<file path="src/rtl/flash_ecc_pkg.sv">
package flash_ecc_pkg;

  localparam int DATA_W    = 64;
  localparam int ADDR_W    = 32;
  localparam int ALIGN_LSB = 3;
  localparam int AHI_W     = ADDR_W - ALIGN_LSB;
  localparam int INFO_W    = DATA_W + AHI_W;
  localparam int HAM_W     = 7;
  localparam int CODE_W    = HAM_W + 1;
  localparam logic [CODE_W-1:0] POL_MASK = 8'h0C;

  typedef enum logic [1:0] {
    CLS_CLEAN  = 2'd0,
    CLS_SINGLE = 2'd1,
    CLS_MULTI  = 2'd2
  } ecc_cls_e;

  // Column of information bit idx: idx-th non power of two from 3 upward
  function automatic logic [HAM_W-1:0] col_of(input int idx);
    int seen;
    logic [HAM_W-1:0] res;
    seen = 0;
    res  = '0;
    for (int n = 3; n < (1 << HAM_W); n++) begin
      if ((n & (n - 1)) != 0) begin
        if (seen == idx) res = HAM_W'(n);
        seen++;
      end
    end
    return res;
  endfunction

  // Information bits feeding Hamming check bit k
  function automatic logic [INFO_W-1:0] row_mask(input int k);
    logic [INFO_W-1:0] m;
    logic [HAM_W-1:0]  c;
    m = '0;
    for (int j = 0; j < INFO_W; j++) begin
      c    = col_of(j);
      m[j] = c[k];
    end
    return m;
  endfunction

endpackage

</file>
<file path="src/rtl/fecc_classify.sv">
module fecc_classify
  import flash_ecc_pkg::*;
(
  input  logic              en_i,
  input  logic [DATA_W-1:0] data_i,
  input  logic [CODE_W-1:0] chk_i,
  input  logic [HAM_W-1:0]  ham_i,
  input  logic              info_par_i,
  output logic [DATA_W-1:0] data_o,
  output logic              sec_o,
  output logic              ded_o
);

  logic [CODE_W-1:0] rx_n;
  logic [HAM_W-1:0]  syn;
  logic              odd;
  logic              is_pow;
  logic              known;
  logic              blank;
  logic [INFO_W-1:0] hit;
  ecc_cls_e          cls;

  assign rx_n = chk_i ^ POL_MASK;
  assign syn  = ham_i ^ rx_n[HAM_W-1:0];
  assign odd  = info_par_i ^ (^rx_n);

  for (genvar j = 0; j < INFO_W; j++) begin : g_col
    localparam logic [HAM_W-1:0] COL = col_of(j);
    assign hit[j] = (syn == COL);
  end

  assign is_pow = (syn != '0) && ((syn & (syn - HAM_W'(1))) == '0);
  assign known  = (syn == '0) || is_pow || (|hit);
  assign blank  = (&data_i) && (&chk_i);

  always_comb begin
    if (blank)      cls = CLS_MULTI;
    else if (!odd)  cls = (syn == '0) ? CLS_CLEAN : CLS_MULTI;
    else if (known) cls = CLS_SINGLE;
    else            cls = CLS_MULTI;
  end

  assign sec_o  = en_i && (cls == CLS_SINGLE);
  assign ded_o  = en_i && (cls == CLS_MULTI);
  assign data_o = data_i ^ (sec_o ? hit[DATA_W-1:0] : '0);

endmodule

</file>
<file path="config.mk">
export PLATFORM = sky130hd
export DESIGN_NAME = fecc_classify
export DESIGN_NICKNAME = d
export VERILOG_FILES = /design/src/rtl/flash_ecc_pkg.sv /design/src/rtl/fecc_classify.sv
export SDC_FILE = /design/constraint.sdc
export NUM_CORES = 1
export LEC_CHECK = 0
export ABC_AREA = 1
export CORE_ASPECT_RATIO = 1.75
export CORE_MARGIN = 3
export CORE_UTILIZATION = 40
export DETAILED_ROUTE_END_ITERATION = 7
export PLACE_DENSITY_LB_ADDON = 0.3
export SKIP_LAST_GASP = 1
export SYNTH_ARGS = -nofsm -noshare
export SYNTH_HDL_FRONTEND = slang
export SYNTH_SLANG_ARGS = --single-unit
</file>
<file path="constraint.sdc">
create_clock -name vclk -period 8.55
set_clock_uncertainty 0.15 [all_clocks]
set_input_delay 2.565 -clock vclk [all_inputs]
set_output_delay 2.565 -clock vclk [all_outputs]
set_load 0.05 [all_outputs]
</file>
# Word level (Yosys, flattened, before mapping)
# Cells that the tools add are included.
# word_totals
reg_bits	0
latchBits	0
mem_bits_rw	0
rom_bits	0
inputBits	81
output_inout_bits	66
elab_cells	119
mem_count	0
# classes
n_addsub	1
multipliers	0
div_mod_pow	0
n_lt_le_gt_ge	0
n_eq_ne	95
shift	0
n_mux	5
bitwise_logic	5
reduce_logical	13
# ops
cell	n
7-bit == test (second input constant)	36
7-bit by 6-bit == test with 1-bit output (second input constant)	31
7-bit by 5-bit == test with 1-bit output (second input constant)	15
93-bit OR reduction	1
64-bit two-way mux	1
64-bit AND reduction	1
64-bit XOR	1
7-bit by 4-bit == test with 1-bit output (second input constant)	7
7-bit by 3-bit == test with 1-bit output (second input constant)	3
7-bit logical NOT	2
2-bit two-way mux	4
8-bit AND reduction	1
8-bit parity	1
7-bit bitwise AND	1
7-bit by 2-bit == test with 1-bit output (second input constant)	1
7-bit nonzero test	1
7-bit by 1-bit subtractor with 7-bit output (second input constant)	1
7-bit XOR	1
1-bit logical AND	4
2-bit by 1-bit == test with 1-bit output (second input constant)	1
2-bit == test (second input constant)	1
1-bit logical OR	2
2-bit NOT	1
1-bit XOR	1

# Logic depth before layout (Yosys ltp)
# Gate-level depths: netlist (run 1).
# depth
depth_word	15
ltp_mapped	19
mapped_depth_nobuf	16

# Worst setup path before layout (run 1)
# No wires, ideal clock.
# synth_timing
path_kind	input to output
from	input port chk_i[4]
to	output port sec_o
t_arrival_ps	5275
t_required_ps	5835
path_slack_ps	560
cell_stages	9
path_buffers	2
path_cell_list	ha_1 -> xnor2_1 -> xnor2_1 -> xnor2_1 -> nand2_1 -> nor2_1 -> clkbuf_1 -> clkbuf_1 -> a21boi_0
# synth_via
elab_chain_cells	12
word_cells_on_any_way	113
cone_classes	add/sub: 1; eq/ne: 94; mux: 4; bitwise: 3; reduce/logical: 11
# synth_lines
item	line_no	rtl
start, declared	fecc_classify.sv:6	input logic [CODE_W-1:0] chk_i,
7-bit XOR	fecc_classify.sv:24	assign syn = ham_i ^ rx_n[HAM_W-1:0];
7-bit by 1-bit subtractor with 7-bit output	fecc_classify.sv:32	assign is_pow = (syn != '0) && ((syn & (syn - HAM_W'(1))) == '0);
7-bit bitwise AND	fecc_classify.sv:32	
7-bit logical NOT	fecc_classify.sv:32	
1-bit logical AND	fecc_classify.sv:32	
1-bit logical OR (2 in series)	fecc_classify.sv:33	assign known = (syn == '0) || is_pow || (|hit);
2-bit two-way mux	fecc_classify.sv:39	else if (known) cls = CLS_SINGLE;
2-bit two-way mux	fecc_classify.sv:38	else if (!odd) cls = (syn == '0) ? CLS_CLEAN : CLS_MULTI;
2-bit two-way mux *	fecc_classify.sv:37	if (blank) cls = CLS_MULTI;
2-bit by 1-bit == test with 1-bit output *	fecc_classify.sv:43	assign sec_o = en_i && (cls == CLS_SINGLE);
1-bit logical AND *	fecc_classify.sv:43	
end, declared	fecc_classify.sv:10	output logic sec_o,
# Mark *: on every way between the ends. The rest lies on a longest branch, timed or not.

# Worst setup path after layout (run 1)
# layout_timing
from	input port chk_i[6]
to	output port data_o[13]
# layout_via
elab_chain_cells	14
word_cells_on_any_way	115
cone_classes	add/sub: 1; eq/ne: 94; mux: 5; bitwise: 4; reduce/logical: 11
# layout_lines
item	line_no	rtl
7-bit XOR	fecc_classify.sv:24	
7-bit by 1-bit subtractor with 7-bit output	fecc_classify.sv:32	
7-bit bitwise AND	fecc_classify.sv:32	
7-bit logical NOT	fecc_classify.sv:32	
1-bit logical AND	fecc_classify.sv:32	
1-bit logical OR (2 in series)	fecc_classify.sv:33	
2-bit two-way mux	fecc_classify.sv:39	
2-bit two-way mux	fecc_classify.sv:38	
2-bit two-way mux	fecc_classify.sv:37	
2-bit by 1-bit == test with 1-bit output	fecc_classify.sv:43	
1-bit logical AND	fecc_classify.sv:43	
64-bit two-way mux *	fecc_classify.sv:45	assign data_o = data_i ^ (sec_o ? hit[DATA_W-1:0] : '0);
64-bit XOR *	fecc_classify.sv:45	
end, declared	fecc_classify.sv:9	output logic [DATA_W-1:0] data_o,
# Marks and branches as above.

==> results.toml, run 1 <==
[outcome]
status = "finished clean"

[yosys]
syn_area_per_cell_sq_um = 4.47
syn-cell-area_sq_um = 2940
synth_cell_types = 21
mappedNetlistNets = 742
yosys_warnings = 0
yosysSeqAreaShare = 0
synthCells = 657

[final_layout]
fill_cells = 612
seq_cell_count = 0
layout_commonest_cell = "nand2_1"
diodes = 0
layout_common_cells = "nand2_1 (254), inv_1 (137), nand4_1 (86)"
final_util = 0.727
areaGrowthSynthToFinish_pct = 73.5
drive_gt1_frac = 0.101
regArea_sq_um = 0
multi_input_area_sq_um = 2270
clock_buffers = 0
nets = 867

[die]
rows = 40
die_area_sq_um = 8440
io_pins = 147
start_util = 0.419
core_area_sq_um = 7010
die_y_um = 119
die_w_um = 70.8

[worst_setup_path]
path_max_fanout = 40
worstPathRequired_ns = 5.84
cp-start-kind = "input port"
crit_arrival_ns = 5.54
crit_type = "in2out"
cp-end-kind = "primary output"

[power]
p_switching_uw = 234
powerDensity_nw_per_um2 = 73.9
clock_power_share = 0
power.leakage_nw = 2.95
finalPower_uw = 377
seqPwrFrac = 0
ir_worst_vdd_uv = 86.7
power.internal_uw = 142
swShare = 0.622
combPwrFrac = 1.000

[grt]
grt.total_usage = 0.312
grt_max_degree = 109
grt_pass1_wl_um = 21800
grt_pass1_vias = 4582
overflow = 0
antenna_found_initial = 0

[timing]
whs_ns = 5.70
min_period_over_period = 0.966
period_minus_slack_ns = 8.26
worstMarginPinSlew_ns = 0.658
hold_violations = 0
fin_tns_setup_ns = 0
fmax_ghz = 0.121
final_max_slew_viol_count = 0
relSlewSlack = 0.557
setup_ws_ns = 0.292
finalSetupViolCount = 0
rsz0062_at_grt = "no"

[job]
timing.max_cap.violations = 0

[min_path]
worstHoldStart = "data_i[7]"
hold_depth = 4
min_to = "data_o[7]"
hold_class = "in2out"

[routing]
num_vias = 4746
wl_um = 13500
viasPerCell = 5.49
post_drt_wl_per_cell_um = 15.6
drt_iter0_markers = 385
drtAntennaViolNets = 0
drtPass1Iterations = 5
drcViolationCount = 0

[place]
portBuffers = 147
place_congestion = 0.953
hpwlAfterDp_um = 11200
pre_cts_ws_ns = 0.244

[cts]
postCtsSetupBuffers = 0
==> routing by layer <==
layer,part of all wire,global-route usage,up-vias
li1,-,-,2329
met1,0.35,0.330,2150
met2,0.54,0.589,213
met3,0.045,0.0245,54
met4,0.065,0.168,0
met5,0,0,-
==> repair_timing <==
| action | 4_1_cts | 5_1_grt |
|---|---|---|
| resized for setup | 0 | 2 |
| hold buffers | 0 | 0 |
| hold endpoints to repair | 0 | 0 |
| setup endpoints to repair | 0 | 21 |
==> cell usage after synthesis <==
cell | count | area [sq um]
nand2_1 | 255 | 957
nor4_1 | 4 | 25.0
nand4_1 | 86 | 538
xor2_2 | 1 | 16.3
nor3_1 | 7 | 35.0
a21boi_0 | 1 | 7.51
clkbuf_1 | 9 | 33.8
ha_1 | 4 | 50.1
inv_1 | 137 | 514
xnor2_1 | 5 | 43.8
nand3_1 | 67 | 335
buf_2 | 11 | 55.1
buf_1 | 6 | 22.5
and3_1 | 1 | 6.26
nor2_2 | 3 | 18.8
o21ai_0 | 4 | 20.0
buf_6 | 5 | 56.3
o21bai_1 | 1 | 7.51
a21oi_1 | 1 | 5.00
nor2_1 | 48 | 180
a21boi_1 | 1 | 7.51
==> worst max-delay path, cell delays in order <==
cell             delay (ns)
clkdlybuf4s50_1        0.56
xor2_2                 0.35
nor2_1                 0.10
buf_4                  0.19
nand2_1                0.12
nand2_1                0.06
nor2_1                 0.08
nand2_1                0.08
nor2_1                 0.19
nand2_1                0.07
nor2_1                 0.20
nand2_4                0.26
buf_6                  0.29
nand3_1                0.10
nand2_1                0.05
nand2_1                0.12
buf_12                 0.15
==> power groups by stage <==
| stage | clock [mW] | combinational (mW) | sequential, mW |
|---|---|---|---|
| final | 0 | 0.377 | 0 |
| after global routing | 0 | 0.402 | 0 |
| after CTS | 0 | 0.371 | 0 |
| after detailed placement | 0 | 0.370 | 0 |
| after global placement | 0 | 0.363 | 0 |
| after floorplan | 0 | 0.219 | 0 |
==> cells by family after synthesis <==
group | share of synthesized area
xor gates and xnor gates | 0.0205
AOI/OAI and AO/OA | 0.0162
buffers and inverters | 0.232
adders and majority gates | 0.0171
and+or+nand+nor | 0.714
==> area by class of cell <==
class              instances  area share
inverters                137       0.101
well taps                 84      0.0206
multi-input cells        489       0.446
repair buffers           154       0.432
==> through the flow <==
step / instances / instance area (sq um)
2_1_floorplan: 657 / 2940
3_3_place_gp: 864 / 5080
3_5_place_dp: 864 / 5080
4_1_cts: 864 / 5080
5_1_grt: 864 / 5090
6_report: 864 / 5090
==> how the worst max path moves through the flow <==
stage          startpoint    endpoint  cells after the start
3_5_place_dp     chk_i[5]   data_o[5]                     19
6_report         chk_i[6]  data_o[13]                     17
4_1_cts          chk_i[5]   data_o[5]                     19
3_3_place_gp     chk_i[5]  data_o[20]                     19
5_1_grt          chk_i[3]  data_o[10]                     19
2_1_floorplan    chk_i[4]       sec_o                      9
(Power assumes the default switching activity.)
==> run 2, diff against run 1 <==
- MAX_ROUTING_LAYER: unset -> met4
==> results.toml, run 2 (synthesized netlist as in run 1, its figures left out) <==
[outcome]
status = "finished clean"

[routing]
post_drt_wl_per_cell_um = 15.4
wl_um = 13300
drcViolationCount = 0
num_vias = 4675
drtAntennaViolNets = 0
viasPerCell = 5.41
drt_iter0_markers = 277
drtPass1Iterations = 7

[die]
core_area_sq_um = 7010
die_w_um = 70.8
start_util = 0.419
die_area_sq_um = 8440
rows = 40
die_y_um = 119
io_pins = 147

[timing]
rsz0062_at_grt = "no"
hold_violations = 0
final_max_slew_viol_count = 0
finalSetupViolCount = 0
relSlewSlack = 0.556
min_period_over_period = 0.961
fin_tns_setup_ns = 0
period_minus_slack_ns = 8.21
worstMarginPinSlew_ns = 0.660
fmax_ghz = 0.122

[min_path]
hold_class = "in2out"

[power]
ir_worst_vdd_uv = 66.0
power.leakage_nw = 2.95
powerDensity_nw_per_um2 = 74.0
finalPower_uw = 377

[worst_setup_path]
crit_path_frequent_cell = "nand2_1"
crit_type = "in2out"
path_max_fanout = 40
cpMaxStageDelayCell = "nor2_2"
worstPathRequired_ns = 5.84
path_cells = "clkdlybuf4s50_1 > inv_1 > nand2_1 > nand2_1 > nand2_1 > nor2_2 > nand2_1 > nand2_1 > nor2_1 > nand2_1 > nor2_1 > nand2_1 > nor2_1 > nand2_4 > buf_4 > nand3_1 > nand2_1 > nand2_1 > buf_12"
cp-end-kind = "primary output"
crit_family = "simple AND/OR/NAND/NOR gates"
cp-start-kind = "input port"
critPathBufInv = 4
critPathMaxStageDelay_ns = 0.51
crit_arrival_ns = 5.50

[final_layout]
drive_gt1_frac = 0.103
layout_common_cells = "nand2_1 (254), inv_1 (137), nand4_1 (86)"
regArea_sq_um = 0
final_cell_area_sq_um = 5090
layout_commonest_cell = "nand2_1"
nets = 867
seq_cell_count = 0
fill_cells = 605
areaGrowthSynthToFinish_pct = 73.3
diodes = 0
clock_buffers = 0

[place]
place_congestion = 1.03
hpwlAfterDp_um = 11200
placed_cell_area_sq_um = 5080
portBuffers = 147

[grt]
grt_pass1_vias = 4507
antenna_found_initial = 0
grt_pass1_wl_um = 21400
overflow = 0
grt_max_degree = 73
grt.total_usage = 0.315

[cts]
postCtsHoldBufs = 0

[job]
timing.max_cap.violations = 0
-- run 2: worst paths after layout --
| check | startpoint | end | slack [ns] | depth (start not counted) |
|---|---|---|---|---|
| setup / recovery | chk_i[5] | data_o[14] | 0.34 | 19 |
| hold / removal | data_i[6] | data_o[6] | 5.70 | 4 |
-- run 2: power breakdown --
part | leakage, nW | internal, mW | total, mW | switching, mW
clock network | 0 | 0 | 0 | 0
registers | 0 | 0 | 0 | 0
logic | 2.95 | 0.142 | 0.377 | 0.234
total | 2.95 | 0.142 | 0.377 | 0.234
-- run 2: through the flow --
step / hold WS (ns) / instances / worst slack, ns / util
after detailed placement: 5.70 / 864 / 0.225 / 0.726
after global routing: 5.71 / 864 / 0.00501 / 0.726
after CTS: 5.70 / 864 / 0.222 / 0.726
final: 5.70 / 864 / 0.335 / 0.726
after global placement: 5.69 / 864 / 0.319 / 0.726
after floorplan: 5.24 / 657 / 0.560 / -
-- run 2: routing by layer --
metal | global-route usage | vias to the layer above | share of wire
li1 | - | 2332 | -
met1 | 0.321 | 2106 | 0.35
met2 | 0.588 | 181 | 0.54
met3 | 0.0169 | 56 | 0.040
met4 | 0.161 | 0 | 0.065
met5 | - | - | 0
-- run 2: what timing repair did --
action,in CTS,in global routing
setup buffers,0,0
setup endpoints to repair,0,23
hold endpoints to repair,0,0
resized for setup,0,1
-- run 2: cell type report --
cell class         count  area [sq um]  area share
repair buffers       154          2200       0.432
inverters            137           514       0.101
multi-input cells    489          2270       0.446
well taps             84           105      0.0207
